==> src/rtl/cpc_pkg.sv <==
package cpc_pkg;

  localparam int FRAME_SHORT = 8;
  localparam int FRAME_LONG  = 16;
  localparam int CNT_W       = 5;
  localparam int ADDR_W      = 4;

  typedef struct packed {
    logic              pwr_valid;
    logic              p;
    logic              wr_en;
    logic [ADDR_W-1:0] addr;
    logic [7:0]        data;
  } ctl_cmd_t;

  // Interpret a finished frame from its bit count and shift contents.
  function automatic ctl_cmd_t decode_frame(input logic [CNT_W-1:0] nbits,
                                            input logic [15:0] sh);
    ctl_cmd_t c;
    c = '0;
    if (nbits == CNT_W'(FRAME_SHORT) && !sh[1]) begin
      c.pwr_valid = 1'b1;
      c.p         = sh[0];
    end else if (nbits == CNT_W'(FRAME_LONG) && sh[9]) begin
      c.pwr_valid = 1'b1;
      c.p         = sh[8];
      c.wr_en     = 1'b1;
      c.addr      = sh[15:12];
      c.data      = sh[7:0];
    end
    return c;
  endfunction

  function automatic logic [7:0] reg_reset_value(input int idx);
    return 8'hA0 + 8'(idx);
  endfunction

endpackage

==> src/rtl/cpc_sync.sv <==
module cpc_sync #(
  parameter int             W       = 5,
  parameter int             STAGES  = 2,
  parameter logic [W-1:0]   RST_VAL = '0
) (
  input  logic         clk,
  input  logic         rst_n,
  input  logic [W-1:0] d,
  output logic [W-1:0] q
);

  logic [W-1:0] stg [STAGES];

  for (genvar g = 0; g < STAGES; g++) begin : g_stage
    if (g == 0) begin : g_first
      always_ff @(posedge clk or negedge rst_n) begin
        if (!rst_n) stg[g] <= RST_VAL;
        else        stg[g] <= d;
      end
    end else begin : g_next
      always_ff @(posedge clk or negedge rst_n) begin
        if (!rst_n) stg[g] <= RST_VAL;
        else        stg[g] <= stg[g-1];
      end
    end
  end

  assign q = stg[STAGES-1];

endmodule

==> src/rtl/cpc_serial_rx.sv <==
module cpc_serial_rx
  import cpc_pkg::*;
(
  input  logic     clk,
  input  logic     rst_n,
  input  logic     sclk_s,
  input  logic     cs_n_s,
  input  logic     sdi_s,
  output ctl_cmd_t cmd
);

  localparam logic [CNT_W-1:0] CNT_SAT = CNT_W'(FRAME_LONG + 1);

  logic             sclk_q;
  logic             cs_q;
  logic [15:0]      shift;
  logic [CNT_W-1:0] cnt;

  wire sclk_rise = sclk_s & ~sclk_q;
  wire frame_end = cs_n_s & ~cs_q;
  wire bad_len   = (cnt != CNT_W'(FRAME_SHORT)) && (cnt != CNT_W'(FRAME_LONG));

  always_ff @(posedge clk or negedge rst_n) begin
    if (!rst_n) begin
      sclk_q <= 1'b0;
      cs_q   <= 1'b1;
      shift  <= '0;
      cnt    <= '0;
      cmd    <= '0;
    end else begin
      sclk_q <= sclk_s;
      cs_q   <= cs_n_s;
      cmd    <= frame_end ? decode_frame(cnt, shift) : '0;
      if (cs_n_s) begin
        cnt <= '0;
      end else if (sclk_rise) begin
        shift <= {shift[14:0], sdi_s};
        if (cnt != CNT_SAT) cnt <= cnt + 1'b1;
      end
    end
  end


  bad_len_ignored_chk: assert property (@(posedge clk) disable iff (!rst_n)
    frame_end && bad_len |=> !cmd.pwr_valid && !cmd.wr_en);


  cmd_only_at_end_chk: assert property (@(posedge clk) disable iff (!rst_n)
    !frame_end |=> !cmd.pwr_valid);

endmodule

==> src/rtl/cpc_clk_monitor.sv <==
module cpc_clk_monitor #(
  parameter int LOSS_LIMIT = 64
) (
  input  logic clk,
  input  logic rst_n,
  input  logic mclk_s,
  output logic lost
);

  localparam int CW = $clog2(LOSS_LIMIT + 1);
  localparam logic [CW-1:0] LIM = CW'(LOSS_LIMIT);

  logic          mclk_q;
  logic [CW-1:0] idle_cnt;

  wire mclk_edge = mclk_s ^ mclk_q;

  always_ff @(posedge clk or negedge rst_n) begin
    if (!rst_n) begin
      mclk_q   <= 1'b0;
      idle_cnt <= '0;
    end else begin
      mclk_q <= mclk_s;
      if (mclk_edge)            idle_cnt <= '0;
      else if (idle_cnt != LIM) idle_cnt <= idle_cnt + 1'b1;
    end
  end

  assign lost = (idle_cnt == LIM);


  edge_clears_loss_chk: assert property (@(posedge clk) disable iff (!rst_n)
    mclk_edge |=> !lost);


  loss_sticky_chk: assert property (@(posedge clk) disable iff (!rst_n)
    lost && !mclk_edge |=> lost);

endmodule

==> src/rtl/cpc_power_seq.sv <==
module cpc_power_seq #(
  parameter int FS_WAIT = 2
) (
  input  logic clk,
  input  logic rst_n,
  input  logic cmd_valid,
  input  logic cmd_p,
  input  logic lost,
  input  logic fs_s,
  output logic pwr_up,
  output logic rst_pd,
  output logic dx_en
);

  localparam int FW = $clog2(FS_WAIT + 1);
  localparam logic [FW-1:0] FS_DONE = FW'(FS_WAIT);

  logic          fs_q;
  logic [FW-1:0] fs_cnt;

  wire fs_rise = fs_s & ~fs_q;
  wire up_req  = cmd_valid & ~cmd_p & ~lost;
  wire dn_req  = cmd_valid & cmd_p;

  always_ff @(posedge clk or negedge rst_n) begin
    if (!rst_n) begin
      fs_q   <= 1'b0;
      pwr_up <= 1'b0;
      rst_pd <= 1'b0;
      fs_cnt <= '0;
    end else begin
      fs_q <= fs_s;
      if (lost) begin
        pwr_up <= 1'b0;
        rst_pd <= 1'b1;
      end else if (up_req) begin
        pwr_up <= 1'b1;
        rst_pd <= 1'b0;
      end else if (dn_req) begin
        pwr_up <= 1'b0;
      end
      if (!pwr_up)                           fs_cnt <= '0;
      else if (fs_rise && fs_cnt != FS_DONE) fs_cnt <= fs_cnt + 1'b1;
    end
  end

  assign dx_en = pwr_up && (fs_cnt == FS_DONE);


  loss_forces_down_chk: assert property (@(posedge clk) disable iff (!rst_n)
    lost |=> !pwr_up && rst_pd);


  dx_needs_power_chk: assert property (@(posedge clk) disable iff (!rst_n)
    dx_en |-> pwr_up);


  dx_after_fs_chk: assert property (@(posedge clk) disable iff (!rst_n)
    $rose(dx_en) |-> $past(fs_rise));


  rst_pd_exit_chk: assert property (@(posedge clk) disable iff (!rst_n)
    $fell(rst_pd) |-> pwr_up);


  dx_hold_chk: assert property (@(posedge clk) disable iff (!rst_n)
    dx_en && !lost && !dn_req |=> dx_en);

endmodule

==> src/rtl/cpc_regfile.sv <==
module cpc_regfile
  import cpc_pkg::*;
#(
  parameter int NUM_REGS = 6
) (
  input  logic                  clk,
  input  logic                  rst_n,
  input  logic                  wr_en,
  input  logic [ADDR_W-1:0]     wr_addr,
  input  logic [7:0]            wr_data,
  output logic [NUM_REGS*8-1:0] regs_o
);

  wire addr_oob = int'(wr_addr) >= NUM_REGS;

  for (genvar i = 0; i < NUM_REGS; i++) begin : g_reg
    wire hit = wr_en && (wr_addr == ADDR_W'(i));
    always_ff @(posedge clk or negedge rst_n) begin
      if (!rst_n)   regs_o[i*8 +: 8] <= reg_reset_value(i);
      else if (hit) regs_o[i*8 +: 8] <= wr_data;
    end
  end


  no_write_stable_chk: assert property (@(posedge clk) disable iff (!rst_n)
    !wr_en |=> $stable(regs_o));


  oob_ignored_chk: assert property (@(posedge clk) disable iff (!rst_n)
    wr_en && addr_oob |=> $stable(regs_o));

endmodule

==> src/rtl/codec_pwr_ctrl.sv <==
module codec_pwr_ctrl
  import cpc_pkg::*;
#(
  parameter int NUM_REGS    = 6,
  parameter int LOSS_LIMIT  = 64,
  parameter int FS_WAIT     = 2,
  parameter int SYNC_STAGES = 2
) (
  input  logic                  clk,
  input  logic                  rst_n,
  input  logic                  sclk,
  input  logic                  cs_n,
  input  logic                  sdi,
  input  logic                  mclk,
  input  logic                  fs,
  output logic                  pwr_up,
  output logic                  rst_pd,
  output logic                  dx_en,
  output logic [NUM_REGS*8-1:0] regs
);

  localparam int NSYNC = 5;

  logic [NSYNC-1:0] raw_in;
  logic [NSYNC-1:0] syn;
  ctl_cmd_t         cmd;
  logic             lost;

  assign raw_in = {fs, mclk, sdi, cs_n, sclk};

  cpc_sync #(
    .W(NSYNC), .STAGES(SYNC_STAGES), .RST_VAL(5'b00010)
  ) u_sync (
    .clk(clk), .rst_n(rst_n), .d(raw_in), .q(syn)
  );

  cpc_serial_rx u_rx (
    .clk(clk), .rst_n(rst_n),
    .sclk_s(syn[0]), .cs_n_s(syn[1]), .sdi_s(syn[2]),
    .cmd(cmd)
  );

  cpc_clk_monitor #(.LOSS_LIMIT(LOSS_LIMIT)) u_mon (
    .clk(clk), .rst_n(rst_n), .mclk_s(syn[3]), .lost(lost)
  );

  cpc_power_seq #(.FS_WAIT(FS_WAIT)) u_pwr (
    .clk(clk), .rst_n(rst_n),
    .cmd_valid(cmd.pwr_valid), .cmd_p(cmd.p), .lost(lost), .fs_s(syn[4]),
    .pwr_up(pwr_up), .rst_pd(rst_pd), .dx_en(dx_en)
  );

  cpc_regfile #(.NUM_REGS(NUM_REGS)) u_regs (
    .clk(clk), .rst_n(rst_n),
    .wr_en(cmd.wr_en), .wr_addr(cmd.addr), .wr_data(cmd.data),
    .regs_o(regs)
  );

endmodule

==> config.mk <==
export PLATFORM = sky130hd
export DESIGN_NAME = codec_pwr_ctrl
export DESIGN_NICKNAME = d
export VERILOG_FILES = /design/src/rtl/cpc_pkg.sv /design/src/rtl/cpc_sync.sv /design/src/rtl/cpc_serial_rx.sv /design/src/rtl/cpc_clk_monitor.sv /design/src/rtl/cpc_power_seq.sv /design/src/rtl/cpc_regfile.sv /design/src/rtl/codec_pwr_ctrl.sv
export SDC_FILE = /design/constraint.sdc
export NUM_CORES = 1
export LEC_CHECK = 0
export BUFFER_PORTS_ARGS = -buffer_cell sky130_fd_sc_hd__buf_2
export CORE_ASPECT_RATIO = 1.25
export CORE_UTILIZATION = 38
export CTS_BUF_LIST = sky130_fd_sc_hd__clkbuf_2
export CTS_CLUSTER_DIAMETER = 30
export CTS_CLUSTER_SIZE = 16
export DETAILED_ROUTE_END_ITERATION = 10
export SKIP_LAST_GASP = 1
export SYNTH_ARGS = -nofsm -noshare
export SYNTH_HDL_FRONTEND = slang
export SYNTH_SLANG_ARGS = --single-unit
export TNS_END_PERCENT = 50
==> constraint.sdc <==
create_clock -name clk -period 1.6 [get_ports clk]
set_clock_uncertainty 0.1 [all_clocks]
set_input_delay 0.08 -clock clk [delete_from_list [all_inputs] [get_ports clk]]
set_output_delay 0.08 -clock clk [all_outputs]
set_load 0.005 [all_outputs]
* After elaboration in Yosys (flattened, before gate mapping)
Cells that the tools add are included.
Operators by class: bitwise logic cells 13, reduce and logical (&&, ||, !) cells 19, $add $sub $neg 3, multiplexer cells 16, eq/ne operators 13
Operator list (number):
- $mux W15 | 2
- $mux W5 | 3
- $mux W7 | 2
- $mux W13 | 1
- $logic_and A1 B1 Y1 | 10
- $eq A4 B2 Y1 const B | 2
- $eq A4 B3 Y1 const B | 2
- $reduce_bool A2 Y1 | 4
- $add A7 B1 Y7 const B | 1
- $eq A7 B7 Y1 const B | 1
- $ne A7 B7 Y1 const B | 1
- $and A1 B1 Y1 | 6
- $mux W2 | 3
- $not A1 Y1 | 6
- $add A5 B1 Y5 const B | 1
- $eq A5 B4 Y1 const B | 1
- $eq A5 B5 Y1 const B | 1
- $mux W1 | 5
- $ne A5 B5 Y1 const B | 1
- $eq A4 B1 Y1 const B | 1
- $logic_not A4 Y1 | 1
- $ne A2 B2 Y1 const B | 2
- $reduce_and A2 Y1 | 2
- $reduce_bool A3 Y1 | 1
- 4 further kinds | 4
Word-level totals: bits in registers 109, input port bits 7, output and inout bits 51

* Logic depth before layout (Yosys ltp)
Gate-level depths: netlist of the first run.
depth in word-level cells 5, mapped depth 6, mapped depth without buffers 5

* Cells and area by module
From an unflattened synthesis of the first run, not the netlist that was laid out.
Unflattened totals: cell total of the unflattened synthesis 289, area, all modules 4398.0 µm²
By module, submodules not included:
- cpc_regfile | sequential area each 1224.9 µm², times used 1, area an instance 1869.3 µm², cells each 107
- cpc_serial_rx | sequential area each 952.2 µm², times used 1, area an instance 1577.8 µm², cells each 105
- cpc_clk_monitor | sequential area each 200.2 µm², times used 1, area an instance 427.9 µm², cells each 43
- cpc_sync | sequential area each 252.7 µm², times used 1, area an instance 290.3 µm², cells each 15
- cpc_power_seq | sequential area each 125.1 µm², times used 1, area an instance 232.7 µm², cells each 19

* Worst setup path before layout of the first run
OpenSTA, ideal clock, no wires.
kind register to register, from reg, netlist name u_rx.cmd[11], to reg u_regs.regs_o[16], buffers on the path 1, library setup time 0.125 ns, arrival 1.300 ns, slack 0.075 ns, required time 1.375 ns, stages on the path, launching flop included 5, cells stage by stage dfrtp_1 > nor3b_2 > and3b_1 > buf_4 > mux2_2
On the way: word-level cells in the longest chain between the ends 2
Ends and longest elaborated chain:
- $eq A4 B2 Y1 | line cpc_regfile.sv:17 | wire hit = wr_en && (wr_addr == ADDR_W'(i));
- $logic_and A1 B1 Y1 | line cpc_regfile.sv:17
- to (signal, indexed assignment) | line cpc_regfile.sv:19 | if (!rst_n) regs_o[i*8 +: 8] <= reg_reset_value(i);
- to (signal, indexed assignment) | line cpc_regfile.sv:20 | else if (hit) regs_o[i*8 +: 8] <= wr_data;
- to (decl) | line cpc_regfile.sv:11 | output logic [NUM_REGS*8-1:0] regs_o
Every way passes these cells. A chain may end at the register's enable or synchronous reset.

* Worst setup path in the final report of the first run
from reg u_pwr.fs_cnt[1], to out dx_en
On the way: word-level cells in the longest chain between the ends 2
Ends and longest elaborated chain:
- from (decl) | line cpc_power_seq.sv:19 | logic [FW-1:0] fs_cnt;
- from (signal assigned) | line cpc_power_seq.sv:43 | else if (fs_rise && fs_cnt != FS_DONE) fs_cnt <= fs_cnt + 1'b1;
- $eq A2 B2 Y1 | line cpc_power_seq.sv:47 | assign dx_en = pwr_up && (fs_cnt == FS_DONE);
- $logic_and A1 B1 Y1 | line cpc_power_seq.sv:47
- to (decl) | line codec_pwr_ctrl.sv:18 | output logic dx_en,
Every way passes these cells.

==> results of run 1 <==
area by class of cell:
class / count / area share
Clock buffer: 9 / 0.008766
Clock inverter: 7 / 0.01096
Multi-Input combinational cell: 162 / 0.2815
Timing Repair Buffer: 93 / 0.1254
Tap cell: 132 / 0.03214
Inverter: 7 / 0.005113
Sequential cell: 109 / 0.5362
power by group through the flow:
stage	Sequential (mW)	Clock (mW)	Combinational, mW
after floorplan	3.00	0	0.164
after global placement	3.03	0	0.274
after detailed placement	3.03	0	0.286
after CTS	2.99	1.22	0.311
after global routing	3.01	1.34	0.349
final	2.99	1.16	0.304
synth_stat cells, drive strengths merged (4+ instances only):
library cell,instances,area share
nor2,12,0.011
nand2b,7,0.010
nand3,4,0.0059
inv,7,0.0062
o21ai,4,0.0048
nand3b,5,0.0098
and2,15,0.022
nand2,4,0.0036
dfrtp,87,0.52
dfstp,22,0.14
ha,6,0.018
mux2,67,0.18
a21oi,8,0.010
through the flow:
step / utilization / setup WS, ns / instance area (um2) / power, mW
floorplan: - / 0.07513 / 4209 / 3.166
global placement: 0.4534 / 0.04777 / 4837 / 3.305
detailed placement: 0.4534 / -0.003858 / 4837 / 3.320
CTS: 0.4768 / -0.08229 / 5086 / 4.525
global route: 0.4817 / -0.1193 / 5139 / 4.701
finish: 0.4817 / 0.02019 / 5139 / 4.446
cell families after synthesis:
logic type / count (synthesis) / share of synthesized area
buffers and inverters: 12 / 0.01278
AOI/OAI and AO/OA: 15 / 0.02051
muxes: 69 / 0.1840
adders and majority gates: 6 / 0.01784
and+or+nand+nor: 67 / 0.09988
DFF: 109 / 0.6546
xor gates and xnor gates: 5 / 0.01041
metal layers:
layer,part of all wire,vias to the layer above,global-route usage
met1,0.45,1293,0.1835
met4,0.0091,0,0.05037
li1,-,1181,-
met2,0.51,51,0.2416
met3,0.036,5,0.04119
met5,0,-,0
how the worst max path moves through the flow:
| stage | cells after the start | to | start | slack, ns |
|---|---|---|---|---|
| floorplan | 4 | u_regs.regs_o[16]$_DFFE_PN0P_ | u_rx.cmd[11]$_DFF_PN0_ | 0.08 |
| global placement | 4 | u_regs.regs_o[27]$_DFFE_PN0P_ | u_rx.cmd[11]$_DFF_PN0_ | 0.05 |
| detailed placement | 4 | u_regs.regs_o[30]$_DFFE_PN0P_ | u_rx.cmd[11]$_DFF_PN0_ | -0.004 |
| CTS | 3 | dx_en | u_pwr.fs_cnt[1]$_DFFE_PN0P_ | -0.08 |
| global route | 4 | dx_en | u_pwr.fs_cnt[0]$_DFFE_PN0P_ | -0.12 |
| finish | 3 | dx_en | u_pwr.fs_cnt[1]$_DFFE_PN0P_ | 0.02 |
registers in the layout (all words and copies together), names as in the netlist, 2 cells and up:
register,flops
u_regs.regs_o,48
u_rx.shift,16
u_rx.cmd,15
u_mon.idle_cnt,7
u_rx.cnt,5
u_sync.q,5
u_sync.stg,5
u_pwr.fs_cnt,2
critical path, cell delays in order, from the launching register on:
cell	delay, ns
dfrtp_1	0.47
ha_4	0.17
and2_4	0.13
buf_6	0.10
what timing repair did:
item                                   CTS  global route
endpoints found under the hold margin  114             0
hold buffers                            13             0
gates resized for setup                  3            12
buffers inserted                         1             0
pin swaps                                2             2
setup endpoints to repair                6            25
==> metrics.md, run 1 <==
| Metric | Value |
|---|---|
| Status | finished, final reports clean |
| Antenna Violating Nets Remaining | 0 |
| Power Dens Cells | 865.3 nW/um2 |
| DRT iter0 DRCs | 76 |
| Average size of a mapped cell | about 15 um2 |
| Max VDD drop | between 300 and 400 uV |
| Seq cells post-synth | 109 |
| Switching Fraction | 0.2615 |
| Layout cells sized above 1 | 0.5090 |
| Internal | ~3.3 mW |
| Critical path startpoint category | flip-flop |
| Worst hold path type | in -> async |
| Placement Rows | 42 |
| CORE AREA | 10670 um2 |
| Starting density of the core | 0.3946 |
| Initial antenna violation count | 0 |
| Cells after Synth | approximately 280 |
| Vias in the first global route | ~2600 |
| CTS max path bufs | 2 |
| Setup TNS | 0 ns |
| R2r setup slk | 0.05 ns |
| RSZ-0062 raised after global routing | yes |
| Arr. time, crit path | 1.40 ns |
| Post-Syn Area | approximately 4200 um2 |
| IO buf count | 57 |
| Critical Path End Type | output pin |
| Sequential share of the synthesized area | 0.6546 |
| FF+latch area | around 2800 um2 |
| Crit path max fanout | 2 |
| Required @ worst endpoint | roughly 1.4 ns |
| Endpoints failing setup | 0 |
| DP Cell Count | approximately 490 |
| Number of synthesized flops with an enable pin | 0 |
| DP HPWL | approximately 5.2 mm |
| Clock power frac | 0.260 |
| Gpl congestion | between 0.8 and 0.9 |
| Top FF cell, synth | dfrtp_1 |
| TritonRoute pass-1 iters | 4 |
| DIE HEIGHT | about 120 um |
| Multi-input gate area | around 1400 um2 |
| CP Class | reg -> out |
| Final Max Tran Viols | 0 |
| Top Ports | 58 |
| Yosys warns | 0 |
| Fmax | around 0.63 GHz |
| Most common cell after layout, fill and taps aside | dfrtp_1 |
| Num CTS Buffers | 9 |
| Vias | 2530 |
| Slew @ Worst Pin | about 0.98 ns |
| Die area | between 10000 and 15000 um2 |
| CTS tree | done |
| FF-to-FF Start | u_rx.cmd[11]$_DFF_PN0_ |
| Final Non-Filler Cells | 519 |
| Clock latency on the worst-skew pair | slightly below 0.6 ns |
| Fillers | about 970 |
| Clock transition at path regs | roughly 0.31 ns |
| Drc violations | 0 |
| Min cycle time layout | 1.580 ns |
| Routed wire length | about 7.6 mm |
| Layout area overhead | 22.09% |
| Switching Power | ~1.2 mW |
| WL per Instance | approximately 15 um |
| Total gr overflow | 0 |
| NumNets Final | 395 |
| Worst hold slack | roughly 0.2 ns |
| Gr usage total | 0.1470 |
| # clock sinks | about 110 |
| Rel. slew slack | 0.3480 |
| CTS H-tree depth | 3 |
| Mapped Nets | between 200 and 300 |
| CTS Root Cell | clkbuf_2 |
| Die Width | approximately 96 um |
| Library cells used by synthesis | 39 |
| Logic pwr share | 0.068 |
| R2r endpoint | u_regs.regs_o[43]$_DFFE_PN0P_ |
| Most frequent cells in the layout | dfrtp_1, mux2_2, buf_2, dfstp_2, buf_4 |
| Fin crit share | 0.9874 |
| Largest net degree at the start of global routing | 29 |
| Vias/cell | 4.875 |
| FF-to-FF path depth | 4 |
| Flop pwr share | 0.672 |
| Fin. Hold Viols | 0 |
| First-pass GRT wire length | 12.68 mm |
| N_diodes | 0 |
| Ys async rst share | 1.000 |
| Max cap viols | 0 |
| Leak pwr | between 2 and 3 nW |
Note: power is estimated with default switching activity, not from simulation.
==> inputs of run 2 (changes only) <==
Settings changed: CTS_BUF_LIST sky130_fd_sc_hd__clkbuf_2 to not set.
==> run 2 against run 1 <==
Effect of this change: register-to-register slack improved by 0.02 ns; total power up 20%; critical path depth rose by 1; clock power up 78%; sequential power barely moved; final cell count decreased by 1.5%; final area up 1.3%; combinational power down 5%; routed wire length decreased by 4.0%; critical path type is now reg -> reg.
==> metrics.md, run 2 (synthesis gave the netlist of run 1 again) <==
| Metric | Value |
|---|---|
| Status | finished, final reports clean |
| Clock transition at path regs | 0.07 ns |
| Final Max Tran Viols | 0 |
| Reg with most FFs | u_regs.regs_o |
| Max reg flops | between 40 and 50 |
| Final Non-Filler Cells | between 500 and 600 |
| Leak pwr | 2.632 nW |
| Vias | between 2000 and 2500 |
| WL per Instance | roughly 14 um |
| Top Ports | 58 |
| Pre-CTS setup slack | -0.003858 ns |
| Fin crit share | 0.9535 |
| Fin. Hold Viols | 0 |
| IO buf count | 57 |
| Antenna Violating Nets Remaining | 0 |
| Placement Rows | 42 |
| DRT iter0 DRCs | 89 |
| Worst hold path type | in -> async |
| Layout cells sized above 1 | 0.5092 |
| Total gr overflow | 0 |
| Setup ws final | ~0.074 ns |
| FF+latch area | 2755 um2 |
| Setup TNS | 0 ns |
| WL met3 | between 200 and 300 um |
| Rel. slew slack | 0.6769 |
| Finished layout cell area | around 5200 um2 |
| Die Width | 96.14 um |
| Most frequent cells in the layout | dfrtp_1, mux2_2, buf_2, dfstp_2, buf_4 |
| Fillers | between 900 and 1000 |
| Power Dens Cells | around 1000 nW/um2 |
| Required @ worst endpoint | ~1.7 ns |
| Worst hold slack | 0.1398 ns |
| CORE AREA | approximately 11000 um2 |
| Max VDD drop | ~560 uV |
| DP HPWL | between 5 and 6 mm |
| CTS Root Cell | clkbuf_16 |
| Critical Path End Type | flip-flop |
| Logic pwr share | 0.054 |
| DP Cell Count | slightly below 500 |
| Switching Fraction | 0.2295 |
| Drc violations | 0 |
| Clock power frac | 0.388 |
| CP Class | reg -> reg |
| Gr usage total | 0.1439 |
| Most common cell after layout, fill and taps aside | dfrtp_1 |
| Clock latency on the worst-skew pair | 0.34 ns |
| Max Used Layer | met4 |
| Routed length on met1 | ~3.3 mm |
| Multi-input gate area | around 1400 um2 |
| Flop pwr share | 0.558 |
| CTS max path bufs | 2 |
| Endpoints failing setup | 0 |
| Gpl congestion | between 0.8 and 0.9 |
| First-pass GRT wire length | roughly 12 mm |
| Vias in the first global route | 2553 |
| Dpl cell area | between 4000 and 5000 um2 |
| NumNets Final | around 390 |
| CP max stage delay | between 0.3 and 0.4 ns |
| Max cap viols | 0 |
| Vias/cell | approximately 4.8 |
| Layout area overhead | 23.69% |
| Largest regs | u_regs.regs_o (48), u_rx.shift (16), u_rx.cmd (15) |
| Arr. time, crit path | about 1.7 ns |
| # clock sinks | about 110 |
| Min cycle time layout | 1.526 ns |
| Starting density of the core | 0.3946 |
| Crit-path cells | nand3b_1, nor3b_4, buf_6, mux2_2 |
| DIE HEIGHT | between 100 and 150 um |
| Post-CTS setup repair buffer count | 0 |
| Slew @ Worst Pin | ~0.48 ns |
| Largest net degree at the start of global routing | 36 |
| CTS tree | done |
| Crit path max fanout | 7 |
| CTS H-tree depth | 3 |
| Initial antenna violation count | 0 |
| Num CTS Buffers | 9 |
| Fmax | between 0.6 and 0.7 GHz |
| RSZ-0062 raised after global routing | yes |
| Internal | roughly 4.1 mW |
| DR WL met2 | around 3.6 mm |
| Switching Power | between 1 and 1.5 mW |
| N_diodes | 0 |
| Slowest CP cell | dfrtp_1 |
| TritonRoute pass-1 iters | 4 |
| Routed wire length | around 7.3 mm |
| Critical path startpoint category | flip-flop |
| Die area | 11500 um2 |
-- run 2: cell count changes in the layout (fill, tap and decap cells not counted), moves of 3 or more --
cell           previous run  this run
clkbuf_16                 0         9
clkbuf_2                  9         0
dlygate4sd3_1            12         6
mux2_2                   64        67
mux2_4                    3         0
-- run 2: repair_timing --
item                                   in CTS  in global routing
gates cloned                                0                  0
setup endpoints to repair                   4                 16
gates resized for setup                     1                  5
hold buffers                                6                  0
endpoints found under the hold margin      84                  0
pin swaps                                   0                  1
-- run 2: worst max-delay path, delay by kind of cell (launching register included) --
kind                   cells  cell delay (ns)
and+or+nand+nor            2             0.44
DFF                        1             0.39
muxes                      1             0.33
buffers and inverters      1             0.16
-- run 2: power by group through the flow --
stage | logic, mW | clock network [mW] | registers [mW]
6_report | 0.289 | 2.07 | 2.98
5_1_grt | 0.333 | 2.30 | 3.00
4_1_cts | 0.297 | 2.17 | 2.98
3_5_place_dp | 0.286 | 0 | 3.03
3_3_place_gp | 0.274 | 0 | 3.03
2_1_floorplan | 0.164 | 0 | 3.00
-- run 2: routing by layer --
metal	vias up	global-route usage
met3	6	0.04499
met1	1253	0.1835
met2	47	0.2301
met5	-	0
met4	0	0.04757
li1	1169	-
-- run 2: final timing paths --
check / from / end / cells after the start / slack, ns
hold / removal: rst_n / u_rx.shift[8]$_DFFE_PN0P_ / 2 / 0.14
min in group clk: u_sync.stg[9]$_DFF_PN0_ / u_sync.q[4]$_DFF_PN0_ / 0 / 0.25
hold reg to reg: u_sync.stg[9]$_DFF_PN0_ / u_sync.q[4]$_DFF_PN0_ / 0 / 0.25
setup reg to reg: u_rx.cmd[11]$_DFF_PN0_ / u_regs.regs_o[43]$_DFFE_PN0P_ / 4 / 0.07
setup / recovery: u_rx.cmd[11]$_DFF_PN0_ / u_regs.regs_o[43]$_DFFE_PN0P_ / 4 / 0.07
max in group asynchronous: rst_n / u_rx.cs_q$_DFF_PN1_ / 3 / 0.65
-- run 2: stage by stage --
step                        util  total power [mW]
after floorplan                -             3.166
after global placement    0.4534             3.305
after detailed placement  0.4534             3.320
after CTS                 0.4862             5.446
after global routing      0.4880             5.635
final                     0.4880             5.342
-- run 2: final cells by class --
| cell class | count | share of cell area |
|---|---|---|
| multi-input combinational | 162 | 0.2728 |
| clock inverter | 7 | 0.01081 |
| tap | 132 | 0.03172 |
| sequential | 109 | 0.5292 |
| timing repair buffer | 85 | 0.1072 |
| inverter | 7 | 0.005047 |
| clock buffer | 9 | 0.04326 |
